`config.mk`:
```
export PLATFORM = sky130hd
export DESIGN_NAME = lri_parser
export DESIGN_NICKNAME = d
export VERILOG_FILES = /design/src/rtl/lri_pkg.sv /design/src/rtl/lri_ctrl.sv /design/src/rtl/lri_datapath.sv /design/src/rtl/lri_parser.sv
export SDC_FILE = /design/constraint.sdc
export NUM_CORES = 1
export LEC_CHECK = 0
export ABC_AREA = 0
export BUFFER_PORTS_ARGS = -buffer_cell sky130_fd_sc_hd__buf_2
export CAP_MARGIN = 20
export CELL_PAD_IN_SITES_DETAIL_PLACEMENT = 0
export CELL_PAD_IN_SITES_GLOBAL_PLACEMENT = 1
export CORE_MARGIN = 3
export CORE_UTILIZATION = 41
export DETAILED_ROUTE_END_ITERATION = 12
export PLACE_DENSITY = 0.78
export SYNTH_ARGS = -nofsm -noshare
export SYNTH_HDL_FRONTEND = slang
export SYNTH_HIERARCHICAL = 1
export SYNTH_SLANG_ARGS = --single-unit
```
`constraint.sdc`:
```
create_clock -name clk -period 4.3 [get_ports clk]
set_clock_uncertainty 0.15 [all_clocks]
set_input_delay 0 -clock clk [delete_from_list [all_inputs] [get_ports clk]]
set_output_delay 0 -clock clk [all_outputs]
set_load 0.01 [all_outputs]
```
`src/rtl/lri_pkg.sv`:
```
package lri_pkg;
  localparam int WORD_W     = 32;
  localparam int LEN_W      = 8;
  localparam int REL_BIT    = 19;
  localparam int POSTED_BIT = 12;
  localparam logic [2:0] CLIENT_CMD = 3'd0;
  localparam logic [5:0] OPC_LOAD   = 6'h22;
  localparam logic [31:0] RESTORE_MASK = 32'h0000_1FFC;

  typedef enum logic [2:0] {
    ST_IDLE, ST_ADDR, ST_DATA, ST_ISSUE, ST_SKIP
  } parseState_t;

  typedef struct packed {
    logic loadHdr;
    logic loadAddr;
    logic loadData;
  } dpStrobe_t;
endpackage

```
`src/rtl/lri_ctrl.sv`:
```
module lri_ctrl
  import lri_pkg::*;
#(
  parameter int MAX_PAIRS = 126
) (
  input  logic              clk,
  input  logic              rst_n,
  input  logic [WORD_W-1:0] cmdData,
  input  logic              cmdValid,
  output logic              cmdReady,
  input  logic              wrReady,
  output logic              wrValid,
  output dpStrobe_t         strobe,
  output logic              lenErr,
  output logic              orderErr
);
  localparam int MAX_LEN = 2 * MAX_PAIRS - 1;
  localparam int CNT_W   = LEN_W + 1;

  parseState_t state;
  logic [CNT_W-1:0] cnt;
  logic prevNoop;

  logic accept, isLoad, lenBad;
  logic [LEN_W-1:0] lenField;
  logic [CNT_W-1:0] skipCnt, pairCnt;

  assign cmdReady = (state != ST_ISSUE);
  assign wrValid  = (state == ST_ISSUE);
  assign accept   = cmdValid && cmdReady;
  assign isLoad   = (cmdData[31:29] == CLIENT_CMD) && (cmdData[28:23] == OPC_LOAD);
  assign lenField = cmdData[LEN_W-1:0];
  assign lenBad   = !lenField[0] || (int'(lenField) > MAX_LEN);
  assign skipCnt  = {1'b0, lenField} + CNT_W'(1);
  assign pairCnt  = skipCnt >> 1;

  always_comb begin
    strobe          = '0;
    strobe.loadHdr  = (state == ST_IDLE) && accept && isLoad && !lenBad;
    strobe.loadAddr = (state == ST_ADDR) && accept;
    strobe.loadData = (state == ST_DATA) && accept;
  end

  always_ff @(posedge clk or negedge rst_n) begin
    if (!rst_n) begin
      state    <= ST_IDLE;
      cnt      <= '0;
      prevNoop <= 1'b0;
      lenErr   <= 1'b0;
      orderErr <= 1'b0;
    end else begin
      case (state)
        ST_IDLE: if (accept) begin
          if (isLoad) begin
            prevNoop <= 1'b0;
            if (!prevNoop) orderErr <= 1'b1;
            if (lenBad) begin
              lenErr <= 1'b1;
              cnt    <= skipCnt;
              state  <= ST_SKIP;
            end else begin
              cnt   <= pairCnt;
              state <= ST_ADDR;
            end
          end else begin
            prevNoop <= (cmdData == '0);
          end
        end
        ST_ADDR:  if (accept) state <= ST_DATA;
        ST_DATA:  if (accept) state <= ST_ISSUE;
        ST_ISSUE: if (wrReady) begin
          cnt   <= cnt - CNT_W'(1);
          state <= (cnt == CNT_W'(1)) ? ST_IDLE : ST_ADDR;
        end
        ST_SKIP: if (accept) begin
          cnt <= cnt - CNT_W'(1);
          if (cnt == CNT_W'(1)) state <= ST_IDLE;
        end
        default: state <= ST_IDLE;
      endcase
    end
  end
endmodule

```
`src/rtl/lri_datapath.sv`:
```
module lri_datapath
  import lri_pkg::*;
#(
  parameter int ADDR_W = 32
) (
  input  logic              clk,
  input  logic              rst_n,
  input  dpStrobe_t         strobe,
  input  logic [WORD_W-1:0] cmdData,
  input  logic [ADDR_W-1:0] engineBase,
  input  logic              ctxRestore,
  output logic [ADDR_W-1:0] wrAddr,
  output logic [WORD_W-1:0] wrData,
  output logic              wrPosted
);
  localparam logic [ADDR_W-1:0] ALIGN_MASK = ~ADDR_W'(3);

  logic relMode, maskMode;
  logic [ADDR_W-1:0] offClr, offUse;

  assign offClr = ADDR_W'(cmdData) & ALIGN_MASK;
  assign offUse = maskMode ? (offClr & ADDR_W'(RESTORE_MASK)) : offClr;

  always_ff @(posedge clk or negedge rst_n) begin
    if (!rst_n) begin
      relMode  <= 1'b0;
      maskMode <= 1'b0;
      wrPosted <= 1'b0;
      wrAddr   <= '0;
      wrData   <= '0;
    end else begin
      if (strobe.loadHdr) begin
        relMode  <= cmdData[REL_BIT];
        maskMode <= cmdData[REL_BIT] && ctxRestore;
        wrPosted <= cmdData[POSTED_BIT];
      end
      if (strobe.loadAddr)
        wrAddr <= relMode ? (engineBase + offUse) : offUse;
      if (strobe.loadData)
        wrData <= cmdData;
    end
  end
endmodule

```
`src/rtl/lri_parser.sv`:
```
module lri_parser
  import lri_pkg::*;
#(
  parameter int ADDR_W    = 32,
  parameter int MAX_PAIRS = 126
) (
  input  logic              clk,
  input  logic              rst_n,
  input  logic [31:0]       cmdData,
  input  logic              cmdValid,
  output logic              cmdReady,
  input  logic [ADDR_W-1:0] engineBase,
  input  logic              ctxRestore,
  output logic [ADDR_W-1:0] wrAddr,
  output logic [31:0]       wrData,
  output logic              wrPosted,
  output logic              wrValid,
  input  logic              wrReady,
  output logic              lenErr,
  output logic              orderErr
);
  dpStrobe_t strobe;

  lri_ctrl #(.MAX_PAIRS(MAX_PAIRS)) i_ctrl (
    .clk(clk), .rst_n(rst_n), .cmdData(cmdData), .cmdValid(cmdValid),
    .cmdReady(cmdReady), .wrReady(wrReady), .wrValid(wrValid),
    .strobe(strobe), .lenErr(lenErr), .orderErr(orderErr)
  );

  lri_datapath #(.ADDR_W(ADDR_W)) i_dp (
    .clk(clk), .rst_n(rst_n), .strobe(strobe), .cmdData(cmdData),
    .engineBase(engineBase), .ctxRestore(ctxRestore),
    .wrAddr(wrAddr), .wrData(wrData), .wrPosted(wrPosted)
  );
endmodule

```
After elaboration in Yosys (flattened, before gate mapping) --
Index checks and enable logic that the tools add are counted.
Operators by class: add/sub/neg operators 3, multipliers 0, divide/modulo/power cells 0, order comparisons 1, eq/ne operators 14, shifts and indexed selects 0, mux-type cells 19, bitwise gates (word level) 1, reductions and logical operators 20
Operators by type and width (number):
- $mux W32 | 2
- $mux W9 | 5
- $add A32 B32 Y32 | 1
- $logic_not A32 Y1 | 1
- $pmux W9 S3 | 1
- $mux W3 | 8
- $pmux W3 S5 | 1
- $ne A2 B1 Y1 const B | 7
- $add A8 B1 Y9 const B | 1
- $eq A9 B1 Y1 const B | 1
- $sub A9 B1 Y9 const B | 1
- $gt A8 B8 Y1 const B | 1
- $logic_and A1 B1 Y1 | 8
- $reduce_and A4 Y1 | 2
- $reduce_and A7 Y1 | 1
- $eq A3 B2 Y1 const B | 2
- $eq A6 B6 Y1 const B | 1
- $logic_not A3 Y1 | 2
- $reduce_and A5 Y1 | 1
- $eq A3 B1 Y1 const B | 1
- $eq A3 B3 Y1 const B | 1
- $ne A3 B2 Y1 const B | 1
- $reduce_bool A3 Y1 | 1
- $logic_not A1 Y1 | 2
- other kinds (4) | 5
Storage, ports and cells: bits in registers 82, bits in latches 0, bits in writable memories 0, memory bits (read-only) 0, bits of input ports 69, output and inout port bits 69, logic and storage cells 68, memories 0

Longest topological paths before layout --
Gate-level depths: netlist (run 1).
word-level depth 6, depth in mapped cells 13, mapped depth without buffers 11

By module --
Netlist (run 1), hierarchy kept.
Modules (own cells, without submodules):
- lri_datapath | instances 1, cells an instance 467, area an instance 4501.8 um2, sequential area each 1676.6 um2
- lri_ctrl | instances 1, cells an instance 164, area an instance 1331.3 um2, sequential area each 375.4 um2

Least setup slack after synthesis (run 1) --
OpenSTA, ideal clock, no wires.
path kind register to register, start register i_dp.maskMode, end register i_dp.wrAddr[31], setup time 0.125 ns, arrival 2.848 ns, required time 4.025 ns, path slack 1.177 ns, cell stages (with the launch flop) 13, path buffers 2, clock period less this slack 3.123 ns, cell sequence dfrtp_1 clkbuf_1 clkbuf_1 nor2b_1 ha_1 a21oi_2 nand2_1 o41ai_2 mux2_2 o32a_1 o41ai_2 xnor2_1 mux2_4
Between the ends: cells in the longest elaborated chain, start to end 3
Ends and longest elaborated chain:
- from (decl) | line lri_datapath.sv:18 | logic relMode, maskMode;
- from (signal assigned) | line lri_datapath.sv:34 | maskMode <= cmdData[REL_BIT] && ctxRestore;
- $mux W32 * | line lri_datapath.sv:22 | assign offUse = maskMode ? (offClr & ADDR_W'(RESTORE_MASK)) : offClr;
- $add A32 B32 Y32 | line lri_datapath.sv:38 | wrAddr <= relMode ? (engineBase + offUse) : offUse;
- $mux W32 * | line lri_datapath.sv:38
- to (signal assigned) | line lri_datapath.sv:38
- to (decl) | line lri_datapath.sv:12 | output logic [ADDR_W-1:0] wrAddr,
Mark *: on every way between the ends. The rest lies on a longest branch, timed or not. A chain may end at the register's enable or synchronous reset.

Worst setup path in the final report (run 1) --
Same ends and word-level chain as after synthesis.

==> impl_results.md, run 1 <==
* Status: finished with violations
* Failing checks: negative hold slack
* Nets at 894
* Fmax at 306.0 MHz
* Min Hold Slack at -0.01425 ns
* Minimum clock period at 3.268 ns
* Routability congestion estimate at between 0.8 and 0.9
* Avg Cell Area, Syn at roughly 9.2 sq um
* Worst-case vdd ir drop at approximately 0.26 mV
* Register area share after synthesis at 35.18%
* Startpoint types: flip-flop
* Gate Count Post-Synth at 631
* Drt wl/cell at 18.29 microns
* Top-area cell type share of the netlist area at 35.18%
* Largest net degree at the start of global routing at 83
* Yosys warning total at 6
* Most frequent cell after synthesis: dfrtp_1
* First-pass GRT wire length at 29390 microns
* IO buf count at 137
* Vias in the first global route at 5540
* Clk_lat worst skew at 0.34 ns
* Post-CTS Setup Repair Bufs at 0
* Util after Layout at 54.15%
* CTS tree: yes
* Logic pwr share at 42.5%
* Ys async rst share at 100.0%
* # IOs at 138
* Netlist Area Pre-Place at about 5800 sq um
* Setup_tns at 0 ns
* Via count at 5503
* Total Power at 3.746 mW
* Internal power at 2.340 mW
* Final Setup Violations at 0
* Detail Placement HPWL at roughly 13000 microns
* Fin. Hold Viols at 18
* Top cell type by total area after synthesis: dfrtp_1
* Pwr Density at 510.3 nW/um^2
* Worst Tran Pin Value at roughly 0.94 ns
* Lkg Pwr at 3.395 nW
* Fraction of layout cells with a size suffix above 1 at roughly 28%
* Net Sw Frac at 37.53%
* Clock Sinks at 82
* Max-cap violations at 0
* Core Area at 13560 sq um
* Vias/cell at approximately 5.7
* Tcrit/Tclk final at 76.00%
* Total grt overflow at 0
* DRC errors left at 0
* Sequential share of power at 36.2%
* NetSw at between 1 and 1.5 mW
* Initial antenna violation count at 0
* Final ANT Viol Nets at 0
* Initial core utilization at 43.02%
* CTS Buffer Depth at 2
* Critical Path RT at between 4 and 5 ns
* Total track usage at 22.93%
* Antenna Cells at 0
* Clock slew at reported path FFs at roughly 0.07 ns
* CTS Buf Count at 9
* Syn nets at 734
* Die Y at 125.3 microns
* DRT Pass-1 Iters at 5
* Count of unique library cells instantiated by Yosys at 77
* Worst Setup End Kind: flip-flop
* Critical path type: flip-flop to flip-flop
* Die width at between 100 and 150 microns
* # fillers at around 1300
* Commonest cells post-synth: dfrtp_1, a21oi_1, nor2_1
* Rows at 42
* CP Max Fanout at 21
* Clk pwr share at 21.3%
* Worst path arrival time at between 3 and 4 ns
* Dominant cells by area after synthesis: dfrtp_1, mux2_2, ha_1
* CTS Root Cell: clkbuf_16
* Rel. slew slack at a little under two fifths
* Die area at ~16000 sq um
* EDFF count, synth at 0
* Unrepaired setup endpoints after global routing: false
* Resize count post-CTS at 0
* P&R area growth vs syn at 25.87%
* Dominant synthesized flop cell: dfrtp_1
* Final slew viol count at 0
* H-tree lvl count at 3
* R2R depth at 10
* Worst hold path class: input port to asynchronous set/reset pin
* Number of synthesized register bits at 82
* Starting DRC count in detailed routing at just over 300
* Drt total wl at between 15000 and 20000 microns
[routing by layer]
| metal | wire (microns) | up-vias | GRT usage, % |
|---|---|---|---|
| li1 | - | 2659 | - |
| met1 | 8087 | 2675 | 30.06 |
| met2 | 8512 | 148 | 38.82 |
| met3 | 880 | 21 | 4.520 |
| met4 | 299 | 0 | 6.250 |
| met5 | 0 | - | 0 |
[repair_timing]
action	4_1_cts	5_1_grt
setup endpoints to repair	0	0
hold buffers	42	0
hold endpoints to repair	145	0
[cell usage in the layout, fill, tap and decap left out, types with 4 or more instances in the layout]
master | netlist | final
buf_2 | 4 | 136
buf_4 | 3 | 4
o21ai_0 | 27 | 27
nor2_1 | 57 | 57
nand3_1 | 20 | 20
xor2_1 | 10 | 10
dfrtp_1 | 82 | 82
a21oi_2 | 4 | 4
inv_1 | 28 | 28
nand2_1 | 28 | 28
ha_1 | 33 | 33
o221ai_1 | 5 | 5
o21ai_1 | 4 | 4
dlygate4sd3_1 | 0 | 42
nor4_1 | 6 | 6
a21oi_1 | 61 | 61
nand2b_1 | 5 | 5
o21bai_1 | 9 | 9
mux2i_1 | 10 | 10
nor3_1 | 12 | 11
a21o_1 | 10 | 10
clkbuf_16 | 0 | 9
and3_1 | 7 | 7
a211oi_1 | 10 | 10
xnor2_1 | 17 | 17
nor2b_1 | 22 | 22
o22ai_1 | 4 | 4
o211ai_1 | 5 | 5
a31oi_1 | 8 | 8
o21a_1 | 5 | 5
nand4_1 | 9 | 9
mux2_2 | 38 | 38
[worst paths after layout]
check | from | to | slack, ns
setup / recovery | i_dp/maskMode | i_dp/wrAddr[31] | 1.03
hold / removal | rst_n | i_dp/wrAddr[1] | -0.01
setup reg to reg | i_dp/maskMode | i_dp/wrAddr[31] | 1.03
hold reg to reg | i_ctrl/prevNoop | i_ctrl/orderErr | 0.30
max in group asynchronous | rst_n | i_ctrl/cnt[1] | 3.41
min in group clk | engineBase[3] | i_dp/wrAddr[3] | 0.01
[flip-flops by register name, indices dropped and copies added, names as in the netlist]
name	count
i_dp/wrAddr	32
i_dp/wrData	32
i_ctrl/cnt	9
i_ctrl/state	3
i_ctrl/lenErr	1
i_ctrl/orderErr	1
i_ctrl/prevNoop	1
i_dp/maskMode	1
i_dp/relMode	1
i_dp/wrPosted	1
[cell families (layout without fill, tap and decap cells)]
logic type      after synthesis  count (layout)  synth area share (%)
fa+ha+maj                    35              35                 7.593
simple gates                186             186                 16.47
buf+inv                      62             227                 4.976
xor+xnor                     27              27                 4.054
mux                          49              49                 9.309
compound gates              190             190                 22.42
flops                        82              82                 35.18
[cell type report]
type	instances	area [sq um]	share of cell area [%]
sequential	82	2052	27.95
clock buffer	11	252.7	3.442
multi-input combinational	487	3501	47.68
timing repair buffer	183	1159	15.78
clock inverter	5	52.55	0.7157
inverter	28	105.1	1.431
tap	176	220.2	2.999
[metrics by stage]
step | hold WS [ns] | cell area (sq um) | instances | worst slack, ns
2_1_floorplan | -0.4456 | 5833 | 631 | 1.177
3_3_place_gp | 0.06252 | 6589 | 913 | 1.121
3_5_place_dp | 0.08247 | 6589 | 913 | 1.022
4_1_cts | 0.008109 | 7315 | 971 | 1.005
5_1_grt | 0.01692 | 7342 | 972 | 0.7793
6_report | -0.01425 | 7342 | 972 | 1.032
[worst max-delay path, stage by stage (launching register included)]
cell and delay, ns:
dfrtp_1 0.81, nor2b_1 0.13, ha_1 0.41, a21oi_2 0.20, nand2_1 0.11, o41ai_2 0.33
mux2_2 0.38, o32a_1 0.19, o41ai_2 0.06, xnor2_1 0.12, mux2_4 0.26
[power by group through the flow]
stage	sequential (mW)	combinational, mW	clock (mW)
floorplan	1.46	0.886	0
global placement	1.35	1.54	0
detailed placement	1.37	1.56	0
CTS	1.36	1.60	0.820
global route	1.41	1.76	0.853
finish	1.36	1.59	0.799
Power figures use the tool's default switching activity.
==> run 2, diff against run 1 <==
- CORE_UTILIZATION: 41 -> 37
- PLACE_DENSITY: 0.78 -> 0.74
- clock period: 4.3 -> 2.97 ns (I/O delays scaled with it)
==> impl_results.md, run 2 (same netlist as run 1, synthesis figures left out) <==
* DRT Pass-1 Iters at 5
* Die area at 17310 sq um
* Total Power at 5.548 mW
* Vias in the first global route at 5744
* Total track usage at 22.36%
* Die Y at approximately 130 microns
* Biggest regs: i_dp/wrAddr (32), i_dp/wrData (32), i_ctrl/cnt (9)
* Rows at 45
* CP max stage delay at 0.40 ns
* First-pass GRT wire length at a little over 30000 microns
* Critical Path RT at 3.06 ns
* Largest net degree at the start of global routing at 50
* CTS Root Cell: clkbuf_16
* Crit path from: i_dp/maskMode
* Unrepaired setup endpoints after global routing: true
* Final ANT Viol Nets at 0
* Worst hold path class: input port to flip-flop
* H-tree lvl count at 3
* Reg-to-reg critical path endpoint: i_dp/wrAddr[31]
* CTS Buf Count at 9
* Fraction of layout cells with a size suffix above 1 at approximately 34%
* DRC errors left at 0
* CTS Buffer Depth at 2
* Fmax at 347.5 MHz
* Hold Path Stages at 4
* Via count at 5768
* Tcrit/Tclk final at 96.88%
* Cells after DPL at 997
* Die width at between 100 and 150 microns
* R2R depth at 12
* Status: completed
* Most used cell, CP: o41ai_2
* Drt wl/cell at between 15 and 20 microns
* Final Setup Violations at 0
* CP Max Fanout at 17
* Worst-case vdd ir drop at 0.3558 mV
* Drt total wl at 19410 microns
* Lkg Pwr at 3.670 nW
* Max-cap violations at 0
* Min Hold Slack at 0.009436 ns
* # fillers at ~1500
* P&R area growth vs syn at 34.86%
* Cell family with most CP delay: compound AO/OA/AOI/OAI gates
* Initial core utilization at between 30% and 40%
* Minimum clock period at 2.877 ns
* Most frequent cells in the layout: buf_2, dfrtp_1, buf_4, a21oi_1, nor2_1
* Setup_tns at 0 ns
* Worst path slowest cell: dfrtp_1
* Reg-to-Reg Start: i_dp/maskMode
* Startpoint types: flip-flop
* Leading cell type in the layout, fill and taps excluded: buf_2
* Clock slew at reported path FFs at ~0.060 ns
* Min-Delay Endpoint: i_dp/wrAddr[3]
* Crit path cell chain: buf_12 > nor2b_1 > ha_1 > buf_6 > nand3_2 > a21oi_2 > o41ai_2 > mux2_2 > o32a_1 > o41ai_2 > xnor2_1 > mux2_4
* Nets at 948
* Antenna Cells at 0
* Initial antenna violation count at 0
* Worst Setup End Kind: flip-flop
* CTS tree: yes
* Pwr Density at roughly 710 nW/um^2
* Final Non-Filler Cells at 1059
* Starting DRC count in detailed routing at 380
* Crit path buf inv count at 2
* Worst Tran Pin Value at 0.8472 ns
* Core Area at 15310 sq um
* R2r setup slk at 0.09 ns
* Total grt overflow at 0
* Critical path type: flip-flop to flip-flop
* # IOs at 138
* Fin. Hold Viols at 0
* Setup WS pre-CTS at 0.06424 ns
* Vias/cell at 5.447
* Hold path start: engineBase[3]
* Final WS setup at 0.09266 ns
* Clock Sinks at 82
* Clk_lat worst skew at around 0.35 ns
* Final slew viol count at 0
* IO buf count at 137
* Routability congestion estimate at 0.9330
* Worst path arrival time at slightly below 3 ns
* Rel. slew slack at a little over two fifths
* Detail Placement HPWL at 14520 microns
-- run 2: cell types whose count changed in the layout (fill, tap and decap cells not counted), sizes merged --
cell | previous run | this run
buf | 141 | 196
bufinv | 1 | 2
clkinv | 3 | 1
clkinvlp | 1 | 0
dlygate4sd3 | 42 | 41
-- run 2: cell type report --
| class | count | area (sq um) | area share (%) |
|---|---|---|---|
| flip-flops and latches | 82 | 2052 | 26.09 |
| repair buffers | 237 | 1558 | 19.80 |
| clock inverters | 3 | 65.06 | 0.8271 |
| clock buffers | 11 | 242.7 | 3.086 |
| multi-input cells | 487 | 3580 | 45.51 |
| well taps | 211 | 264.0 | 3.356 |
| inverters | 28 | 105.1 | 1.336 |
-- run 2: worst min-delay path, cell delays in order --
cell,delay [ns]
buf_2,0.11
fa_1,0.16
mux2i_1,0.06
a21oi_1,0.13
-- run 2: how the worst max path moves through the flow --
stage / to / cells after the start / slack (ns)
6_report: i_dp/wrAddr[31] / 12 / 0.09
5_1_grt: i_dp/wrAddr[28] / 12 / -0.03
4_1_cts: i_dp/wrAddr[31] / 11 / 0.04
3_5_place_dp: i_dp/wrAddr[31] / 11 / 0.06
3_3_place_gp: i_dp/wrAddr[31] / 12 / 0.1
2_1_floorplan: i_dp/wrAddr[31] / 12 / 0.04
-- run 2: where the power goes --
part	internal (mW)	switching [mW]	total (mW)
sequential	1.63	0.338	1.97
clock	0.748	0.445	1.19
combinational	1.11	1.27	2.39
total	3.49	2.05	5.55
-- run 2: through the flow --
step	cell area, sq um	util (%)
2_1_floorplan	5836	-
3_3_place_gp	7013	45.79
3_5_place_dp	7013	45.79
4_1_cts	7731	50.48
5_1_grt	7866	51.36
6_report	7866	51.36
-- run 2: timing repair --
item | CTS | global route
buffers inserted | 0 | 7
hold buffers | 41 | 0
hold endpoints to repair | 107 | 0
setup endpoints to repair | 0 | 7
resized for setup | 0 | 19
-- run 2: metal layers --
metal / global-route usage [%] / share of wire (%) / vias up
met5: 0 / 0 / -
met4: 6.184 / 1.5 / 0
met3: 4.556 / 5.5 / 24
met2: 36.48 / 48 / 193
met1: 30.21 / 45 / 2792
li1: - / - / 2759
==> run 3, diff against run 2 <==
- PLACE_DENSITY: 0.74 -> 0.75
- SYNTH_HIERARCHICAL: 1 -> default
==> impl_results.md, run 3 <==
* Status: finished with violations
* Failing checks: negative hold slack
* Core Area at 14700 sq um
* Dominant cells by area after synthesis: dfrtp_1, ha_1, mux2_2
* DRT Pass-1 Iters at 5
* Pwr Density at 759.3 nW/um^2
* CTS Root Cell: clkbuf_16
* Final slew viol count at 0
* Worst Tran Pin Value at 0.6952 ns
* Antenna Cells at 0
* Critical path type: input port to flip-flop
* Initial core utilization at 38.23%
* Ys async rst share at 100.0%
* Min Hold Slack at -0.007827 ns
* Most frequent cells in the layout: buf_2, dfrtp_1, nand2_1, a21oi_1, dlygate4sd3_1
* Leading cell type in the layout, fill and taps excluded: buf_2
* Yosys warning total at 0
* CP Max Fanout at 12
* Vias/cell at 5.522
* Initial antenna violation count at 1
* Max-cap violations at 0
* # fillers at 1411
* Worst Setup End Kind: flip-flop
* Reg-to-Reg Start: i_dp.maskMode
* Setup_tns at 0 ns
* Critical Path RT at 3.03 ns
* Top cell type by total area after synthesis: dfrtp_1
* Number of synthesized register bits at 82
* IO buf count at 137
* Reg-to-reg critical path endpoint: i_dp.wrAddr[30]
* P&R area growth vs syn at 32.06%
* Unrepaired setup endpoints after global routing: false
* Drt wl/cell at 17.81 microns
* Final Setup Violations at 0
* Final ANT Viol Nets at 0
* Vias in the first global route at 5509
* First-pass GRT wire length at 28290 microns
* Count of unique library cells instantiated by Yosys at 64
* R2R depth at 9
* Fmax at 355.8 MHz
* CTS Buffer Depth at 2
* EDFF count, synth at 0
* Die Y at approximately 130 microns
* Biggest regs: i_dp.wrAddr (32), i_dp.wrData (32), i_ctrl.cnt (9)
* Largest net degree at the start of global routing at 83
* CP Capture Point: i_dp.wrAddr[26]
* Util after Layout at around half
* Avg Cell Area, Syn at around 9.0 sq um
* Die width at 129.2 microns
* Total track usage at 21.43%
* R2r setup slk at 0.28 ns
* Dominant synthesized flop cell: dfrtp_1
* Routability congestion estimate at 0.8816
* Worst-case vdd ir drop at 0.3672 mV
* Rel. slew slack at 53.49%
* Worst path arrival time at 2.88 ns
* Fraction of layout cells with a size suffix above 1 at 27.58%
* Total grt overflow at 0
* Netlist Area Pre-Place at 5619 sq um
* DRC errors left at 0
* H-tree lvl count at 3
* Rows at 44
* Lkg Pwr at 3.470 nW
* Top-area cell type share of the netlist area at 36.52%
* Most frequent cell after synthesis: dfrtp_1
* # IOs at 138
* Minimum clock period at 2.811 ns
* Clk_lat worst skew at around 0.35 ns
* Syn nets at 729
* Gate Count Post-Synth at 626
* Startpoint types: input port
* Nets at roughly 900
* Fin. Hold Viols at 5
* Detail Placement HPWL at 12780 microns
* Commonest cells post-synth: dfrtp_1, nand2_1, a21oi_1
* Crit path from: cmdData[3]
* Drt total wl at 17620 microns
* Clock Sinks at 82
* Worst hold path class: input port to asynchronous set/reset pin
* CTS tree: yes
* Via count at 5461
* CTS Buf Count at 9
* Clock slew at reported path FFs at 0.07 ns
* Register area share after synthesis at 36.52%
* Starting DRC count in detailed routing at 310
* Tcrit/Tclk final at 94.64%
* Die area at 16700 sq um
## run 3: cell types whose count changed after synthesis, moves of 5 or more
cell and delta:
a211oi_1 -9, a21o_1 +12, a21oi_1 -6, a221oi_1 +6
a22o_1 +6, and3_1 +8, clkbuf_1 +16, inv_1 -15
mux2_2 -5, nand2_1 +28, nor2_1 -16, nor3_1 -7
o21ai_0 +20
## run 3: layout make-up
class	instances	area, sq um	share of cell area, %
tap	184	230.2	3.102
clock inverter	5	103.9	1.399
sequential	82	2053	27.67
clock buffer	10	229.0	3.085
timing repair buffer	203	1341	18.07
inverter	13	48.80	0.6576
multi-input combinational	492	3415	46.01
## run 3: how the worst min path moves through the flow
stage / depth (start not counted) / from / to
2_1_floorplan: 0 / rst_n / i_ctrl.cnt[0]
3_3_place_gp: 3 / engineBase[1] / i_dp.wrAddr[1]
3_5_place_dp: 3 / engineBase[0] / i_dp.wrAddr[0]
4_1_cts: 4 / engineBase[30] / i_dp.wrAddr[30]
5_1_grt: 2 / rst_n / i_dp.wrData[1]
6_report: 2 / rst_n / i_dp.wrData[1]
## run 3: kinds of logic after synthesis
family          after synthesis  share of synthesized area (%)
mux                          45                          8.795
fa+ha+maj                    34                          7.704
flops                        82                          36.52
compound gates              193                          21.98
xor+xnor                     27                          4.208
buf+inv                      52                          3.585
simple gates                193                          17.21
## run 3: per-layer routing
metal  share of wire [%]  track usage, %  vias up
met3                 4.5           3.875       25
li1                    -               -     2639
met2                  48           35.73      150
met4                 1.8           6.794        2
met1                  45           28.31     2645
met5               0.079               0        -
## run 3: worst max-delay path: stages
cell           delay [ns]
dlygate4sd3_1        0.53
buf_2                0.21
fa_2                 0.42
a21o_1               0.21
a221oi_4             0.29
o21bai_2             0.13
o31a_1               0.34
o31ai_4              0.40
o21ai_2              0.10
xnor2_1              0.16
o22ai_1              0.09
## run 3: stage by stage
step | setup slack [ns] | instance area, sq um | cells | power, mW
6_report | 0.1592 | 7421 | 989 | 5.635
2_1_floorplan | 0.2000 | 5619 | 626 | 3.358
4_1_cts | 0.07099 | 7347 | 989 | 5.667
3_3_place_gp | 0.2576 | 6534 | 926 | 4.234
5_1_grt | 0.004615 | 7421 | 989 | 6.030
3_5_place_dp | 0.2187 | 6534 | 926 | 4.286
## run 3: repair_timing
item | 4_1_cts | 5_1_grt
hold buffers | 48 | 0
setup endpoints to repair | 0 | 8
resized for setup | 0 | 9
buffers inserted | 0 | 1
hold endpoints to repair | 155 | 0
## run 3: report_power, final
group          switching [mW]  internal, mW
Sequential              0.328          1.61
Clock                   0.482         0.818
Combinational            1.29          1.11
Total                    2.10          3.54
